--- config.mk ---
export PLATFORM = sky130hd
export DESIGN_NAME = psw_divider
export DESIGN_NICKNAME = d
export VERILOG_FILES = /design/src/rtl/psw_pkg.sv /design/src/rtl/psw_cfg.sv /design/src/rtl/psw_prescaler.sv /design/src/rtl/psw_ctrl.sv /design/src/rtl/psw_divider.sv
export SDC_FILE = /design/constraint.sdc
export NUM_CORES = 1
export LEC_CHECK = 0
export BUFFER_PORTS_ARGS = -buffer_cell sky130_fd_sc_hd__buf_2
export CORE_ASPECT_RATIO = 1.4
export CORE_MARGIN = 5
export CORE_UTILIZATION = 50
export DETAILED_ROUTE_END_ITERATION = 8
export GPL_ROUTABILITY_DRIVEN = 0
export MAX_ROUTING_LAYER = met4
export PLACE_DENSITY = 0.68
export SYNTH_ARGS = -nofsm -noshare
export SYNTH_HDL_FRONTEND = slang
export SYNTH_SLANG_ARGS = --single-unit
export TNS_END_PERCENT = 100
--- constraint.sdc ---
create_clock -name clk -period 2.3 [get_ports clk]
set_clock_uncertainty 0.1 [all_clocks]
set_input_delay 0.23 -clock clk [delete_from_list [all_inputs] [get_ports clk]]
set_output_delay 0.23 -clock clk [all_outputs]
set_load 0.05 [all_outputs]
--- src/rtl/psw_pkg.sv ---
package psw_pkg;
  localparam int A_W = 6;
  localparam int N_W = 12;

  typedef struct packed {
    logic [A_W-1:0] a;
    logic [N_W-1:0] n;
  } div_cfg_t;
endpackage

--- src/rtl/psw_cfg.sv ---
module psw_cfg
  import psw_pkg::*;
#(
  parameter int N_MIN = 5,
  parameter int DEF_A = 3,
  parameter int DEF_N = 8
) (
  input  logic           clk,
  input  logic           rst,
  input  logic           load,
  input  logic [A_W-1:0] a_in,
  input  logic [N_W-1:0] n_in,
  input  logic           boundary,
  output div_cfg_t       nxt_cfg,
  output logic           err
);
  localparam int PAD_W = N_W - A_W;

  div_cfg_t act_q, pend_q;
  logic     pend_vld_q;
  logic     legal;

  assign legal = (n_in >= N_W'(N_MIN)) && (n_in > {{PAD_W{1'b0}}, a_in});
  assign nxt_cfg = pend_vld_q ? pend_q : act_q;

  always_ff @(posedge clk) begin
    if (rst) begin
      act_q      <= '{a: A_W'(DEF_A), n: N_W'(DEF_N)};
      pend_q     <= '{a: A_W'(DEF_A), n: N_W'(DEF_N)};
      pend_vld_q <= 1'b0;
      err        <= 1'b0;
    end else begin
      if (boundary && pend_vld_q) act_q <= pend_q;
      if (load && legal) begin
        pend_q     <= '{a: a_in, n: n_in};
        pend_vld_q <= 1'b1;
        err        <= 1'b0;
      end else begin
        if (boundary) pend_vld_q <= 1'b0;
        if (load) err <= 1'b1;
      end
    end
  end
endmodule

--- src/rtl/psw_prescaler.sv ---
module psw_prescaler #(
  parameter int P_W = 6
) (
  input  logic clk,
  input  logic rst,
  input  logic sel_hi,
  output logic tc
);
  localparam int M = 2 ** P_W;

  logic [P_W:0] cnt_q;

  assign tc = (cnt_q == (sel_hi ? (P_W+1)'(M) : (P_W+1)'(M - 1)));

  always_ff @(posedge clk) begin
    if (rst || tc) cnt_q <= '0;
    else           cnt_q <= cnt_q + 1'b1;
  end
endmodule

--- src/rtl/psw_ctrl.sv ---
module psw_ctrl
  import psw_pkg::*;
#(
  parameter int DEF_A = 3,
  parameter int DEF_N = 8
) (
  input  logic     clk,
  input  logic     rst,
  input  logic     tc,
  input  div_cfg_t nxt_cfg,
  output logic     sel_hi,
  output logic     boundary,
  output logic     fp
);
  logic [A_W-1:0] sw_q;
  logic [N_W-1:0] mn_q;

  assign sel_hi   = (sw_q != '0);
  assign boundary = tc && (mn_q == N_W'(1));

  always_ff @(posedge clk) begin
    if (rst) begin
      sw_q <= A_W'(DEF_A);
      mn_q <= N_W'(DEF_N);
      fp   <= 1'b0;
    end else begin
      fp <= boundary;
      if (boundary) begin
        sw_q <= nxt_cfg.a;
        mn_q <= nxt_cfg.n;
      end else if (tc) begin
        if (sel_hi) sw_q <= sw_q - 1'b1;
        mn_q <= mn_q - 1'b1;
      end
    end
  end
endmodule

--- src/rtl/psw_divider.sv ---
module psw_divider
  import psw_pkg::*;
#(
  parameter int P_W   = 6,
  parameter int N_MIN = 5,
  parameter int DEF_A = 3,
  parameter int DEF_N = 8
) (
  input  logic           clk,
  input  logic           rst,
  input  logic           load,
  input  logic [A_W-1:0] a_val,
  input  logic [N_W-1:0] n_val,
  output logic           fp,
  output logic           cfg_err
);
  div_cfg_t nxt_cfg;
  logic     tc, sel_hi, boundary;

  psw_cfg #(.N_MIN(N_MIN), .DEF_A(DEF_A), .DEF_N(DEF_N)) u_cfg (
    .clk(clk), .rst(rst), .load(load), .a_in(a_val), .n_in(n_val),
    .boundary(boundary), .nxt_cfg(nxt_cfg), .err(cfg_err)
  );

  psw_prescaler #(.P_W(P_W)) u_pre (
    .clk(clk), .rst(rst), .sel_hi(sel_hi), .tc(tc)
  );

  psw_ctrl #(.DEF_A(DEF_A), .DEF_N(DEF_N)) u_ctrl (
    .clk(clk), .rst(rst), .tc(tc), .nxt_cfg(nxt_cfg),
    .sel_hi(sel_hi), .boundary(boundary), .fp(fp)
  );
endmodule

### Word level (Yosys, flattened, before mapping)

Index checks and enable logic that the tools add are counted.

| cells by class | value |
|---|---|
| $add $sub $neg | 3 |
| magnitude comparators | 2 |
| equal/unequal tests | 2 |
| multiplexer cells | 9 |
| reduce and logical (&&, ||, !) cells | 11 |

Operator list:

| operator | number |
|---|---|
| 12-bit 2-to-1 mux | 2 |
| 18-bit 2-to-1 mux | 1 |
| 6-bit 2-to-1 mux | 3 |
| 12-bit by 1-bit equality test with 1-bit output (second input constant) | 1 |
| 12-bit by 3-bit >= comparator with 1-bit output (second input constant) | 1 |
| 12-bit by 6-bit greater-than comparator with 1-bit output | 1 |
| 12-bit by 1-bit subtractor with 12-bit output (second input constant) | 1 |
| 7-bit by 1-bit adder with 7-bit output (second input constant) | 1 |
| 7-bit equality test | 1 |
| 7-bit 2-to-1 mux | 1 |
| 2-bit nonzero test | 3 |
| 6-bit nonzero test | 1 |
| 6-bit by 1-bit subtractor with 6-bit output (second input constant) | 1 |
| 1-bit logical AND | 4 |
| 1-bit 2-to-1 mux | 2 |
| 2-bit AND reduction | 1 |
| 2-bit OR reduction | 1 |
| 1-bit logical OR | 1 |

| storage, ports and cells | value |
|---|---|
| bits in registers | 64 |
| bits of input ports | 21 |
| output and inout port bits | 2 |
| word-level logic and storage cells | 37 |

### Longest topological paths before layout

| logic depth | value |
|---|---|
| depth in word-level cells | 6 |
| gate-level depth with buffers | 9 |
| gate-level depth less buffers | 7 |

### Hierarchy

A second synthesis with hierarchy kept.

| second synthesis, totals | value |
|---|---|
| cell total of the unflattened synthesis | 387 |
| area total of the unflattened synthesis | 3,519.6 sq um |

By module, submodules not included:

| module | times used | cells an instance | area each (sq um) |
|---|---|---|---|
| psw_cfg | 1 | 210 | 1,905.6 |
| psw_ctrl | 1 | 144 | 1,283.7 |
| psw_prescaler | 1 | 33 | 330.3 |

### Least setup slack after synthesis

Ideal clock, no wire load.

| timing | value |
|---|---|
| kind | register -> register |
| start point | register u_ctrl.sw_q[0] |
| end point | register u_ctrl.sw_q[1] |
| setup time | 0.122 ns |
| arrival time | 1.890 ns |
| data required time | 2.078 ns |
| setup slack | 0.188 ns |
| stages on the path, launching flop included | 8 |
| path buffers | 0 |
| cells stage by stage | dfxtp_1 -> inv_1 -> ha_1 -> or4b_4 -> o211a_4 -> a21oi_4 -> a31oi_1 -> a221o_1 |

| between the ends | value |
|---|---|
| longest elaborated chain between the ends | 6 |
| elaborated cells on any way between the ends | 11 |
| classes of those cells | 1 x add/sub; 1 x eq/ne; 4 x mux; 5 x reduce/logical |

Ends and longest elaborated chain:

| what | line | text |
|---|---|---|
| from (decl) | psw_ctrl.sv:15 | `logic [A_W-1:0] sw_q;` |
| from (signal assigned) | psw_ctrl.sv:23 | `sw_q <= A_W'(DEF_A);` |
| from (signal assigned) | psw_ctrl.sv:29 | `sw_q <= nxt_cfg.a;` |
| from (signal assigned) | psw_ctrl.sv:32 | `if (sel_hi) sw_q <= sw_q - 1'b1;` |
| branches (longest 6 deep; another with 6-bit by 1-bit subtractor with 6-bit output) | -- |  |

Parallel ways; which one is timed is not known. The select of a mux whose other input is x is not followed.
A chain may end at the register's enable or synchronous reset.

### Final worst setup path

Same ends and word-level chain as after synthesis.

==> run summary <==
GRT Util Overall = 0.188
post-synthesis cell type count = 56
Via-to-Cell Ratio = 5.71
via count = 2753
FMAX = 0.457 GHz
CP endpoint kind = register
Synth-to-Final Area Change = 13.4%
CTS buffer count = 9
relative slew slack = 0.596
top_reg_cell synth = dfxtp_1
warnings from Yosys = 0
cts hold-fix bufs = 0
Syn Inst Count = 378
Tmin final = 2.19 ns
Final Cycle Share = 0.951
ys async rst share = 0
CTS tree = done
status = finished, final reports clean
DRC violation count after routing = 0
Die Span Y = 106 µm
Synth Cell Area = 3280 µm²
initial DRC count = 176
#FFs+latches synth = 64
Post-Route WL = 6.91 mm
WS Path Type = reg2reg
unrepaired setup endpoints after global routing = true
Setup TNS Final = 0 ns
std cell rows = 35
# setup viols final = 0
initial core utilization = 0.506
Syn Nets = 409
Final Hold Fails = 0
post-place setup slack = 0.125 ns
Core Area = 6480 µm²
Die Width = 78.4 µm
Post-synth EDFFs = 0
worst setup margin = 0.113 ns
clk sinks = 64
sequential element share of the synthesized area = 0.391
clock slew seen by the registers of the worst setup and hold paths = 0.08 ns
DRT Pass-1 Iters = 4
Arr. time, crit path = 2.31 ns
Slew @ Worst Pin = 0.606 ns
Pleak = 1.44 nW
WP data required = 2.43 ns
pwr dens = 609 nW/µm²
post-DP HPWL = 4.93 mm
average routed wire per standard cell = 14.3 µm
first-pass GRT wire length = 12.1 mm
syn avg cell area = 8.68 µm²
Antenna Nets Post-Route = 0
Max Cap Viol = 0
antenna cells = 0
root buffer selected by CTS = clkbuf_8
largest net degree at the start of global routing = 44
clock buffer depth = 2
port bufs = 22
die area = 8300 µm²
Hold WC Path Type = in2reg
Clk Latency, worst-skew pair = 0.34 ns
maximum VDD drop = 0.000449 V
antenna violations before repair = 0
CTS HTree Levels = 3
total congestion overflow = 0
CP max FO = 6
number of global-route vias before repair = 2686
Critical Path Start Type = register
layout cells sized above 1 = 0.164
num ports = 23
Final Max Slew Viols = 0
nets = 435
final timing paths:
path	end	start	slack (ns)	cells past startpoint
hold reg to reg	u_ctrl.mn_q[11]$_SDFFE_PP0P_	u_ctrl.mn_q[11]$_SDFFE_PP0P_	0.38	2
setup / recovery	u_ctrl.sw_q[1]$_SDFFE_PP1P_	u_ctrl.sw_q[0]$_SDFFE_PP1P_	0.11	7
hold / removal	u_cfg.pend_q[11]$_SDFFE_PP0P_	n_val[11]	0.02	3
setup reg to reg	u_ctrl.sw_q[1]$_SDFFE_PP1P_	u_ctrl.sw_q[0]$_SDFFE_PP1P_	0.11	7
cell usage in the layout (no fill, tap or decap), types with 5 or more instances in the layout:
cell type  synthesis  final
a211oi_1           6      6
nand2_1           47     47
a21oi_1           21     20
nor3_1            12     12
dfxtp_1           64     64
nor2_1            43     43
and3_1             5      5
xnor2_1            5      5
mux2i_1           39     39
buf_4              1     11
nand4_1            6      6
clkbuf_8           0      9
ha_1              10     10
inv_1             15     15
o21ai_0           18     18
nand3_1           10     10
buf_2              5     22
metal layers:
layer	GRT usage	wire length (µm)
met3	0.0359	258
met5	-	0
met2	0.313	3390
met4	0.0863	104
met1	0.217	3160
cells in the mapped netlist, types with 3 or more instances:
library cell,count,area share
nand4_1,6,0.011
a21oi_1,21,0.032
and4_1,3,0.0080
o21ai_0,18,0.027
nand2_1,47,0.054
buf_6,4,0.014
mux2i_1,39,0.12
inv_1,15,0.017
o211ai_1,3,0.0069
and3_1,5,0.0095
o22ai_1,4,0.0076
nor3_1,12,0.018
clkbuf_1,9,0.010
dfxtp_1,64,0.39
mux2_2,3,0.010
ha_1,10,0.038
nand3_1,10,0.015
a211oi_1,6,0.014
a31oi_1,3,0.0057
buf_1,3,0.0034
buf_2,5,0.0076
nor2_1,43,0.049
xnor2_1,5,0.013
metrics by stage:
stage / util / cells / hold slack [ns] / area (µm²) / power, W
6_report: 0.574 / 482 / 0.0247 / 3720 / 0.00227
5_1_grt: 0.574 / 482 / 0.0202 / 3720 / 0.00237
4_1_cts: 0.571 / 481 / 0.0119 / 3700 / 0.00229
3_5_place_dp: 0.541 / 466 / 0.360 / 3510 / 0.00134
3_3_place_gp: 0.541 / 466 / 0.354 / 3510 / 0.00133
2_1_floorplan: - / 378 / 0.260 / 3280 / 0.00128
final cells by class:
class,instances,area [µm²]
Timing Repair Buffer,37,264
Clock buffer,9,124
Inverter,16,60.1
Fill cell,615,2760
Tap cell,74,92.6
Clock inverter,6,70.1
Sequential cell,64,1280
Multi-Input combinational cell,276,1830
timing repair:
action | 4_1_cts | 5_1_grt
setup buffers | 0 | 1
resized for setup | 0 | 2
endpoints found under the setup margin | 0 | 18
worst max-delay path: stages, from the launching register on:
cell,delay [ns]
dfxtp_1,0.33
inv_1,0.10
ha_1,0.19
or4b_4,0.51
o211a_4,0.28
a21oi_4,0.19
a31oi_1,0.07
a221o_1,0.32
logic make-up after synthesis:
kind of cell,after synthesis,synth area share
XOR/XNOR,7,0.0187
AO/OA/AOI/OAI,75,0.156
buffers and inverters,38,0.0557
flip-flops,64,0.391
AND/OR/NAND/NOR,142,0.212
adder cells (fa/ha/maj),10,0.0382
multiplexers,42,0.129
flip-flops by register name, summed over array words and instances (netlist names):
signal            count
u_cfg.pend_q         18
u_cfg.act_q          18
u_ctrl.fp             1
u_cfg.pend_vld_q      1
u_ctrl.sw_q           6
u_ctrl.mn_q          12
u_pre.cnt_q           7
u_cfg.err             1
where the power goes:
group	switching [W]	leakage [nW]	internal, W	total, W
Sequential	0.0000248	0.520	0.00113	0.00116
Combinational	0.0000889	0.834	0.0000660	0.000155
Clock	0.000453	0.0879	0.000499	0.000952
Total	0.000566	1.44	0.00170	0.00227
(Power assumes the default switching activity.)
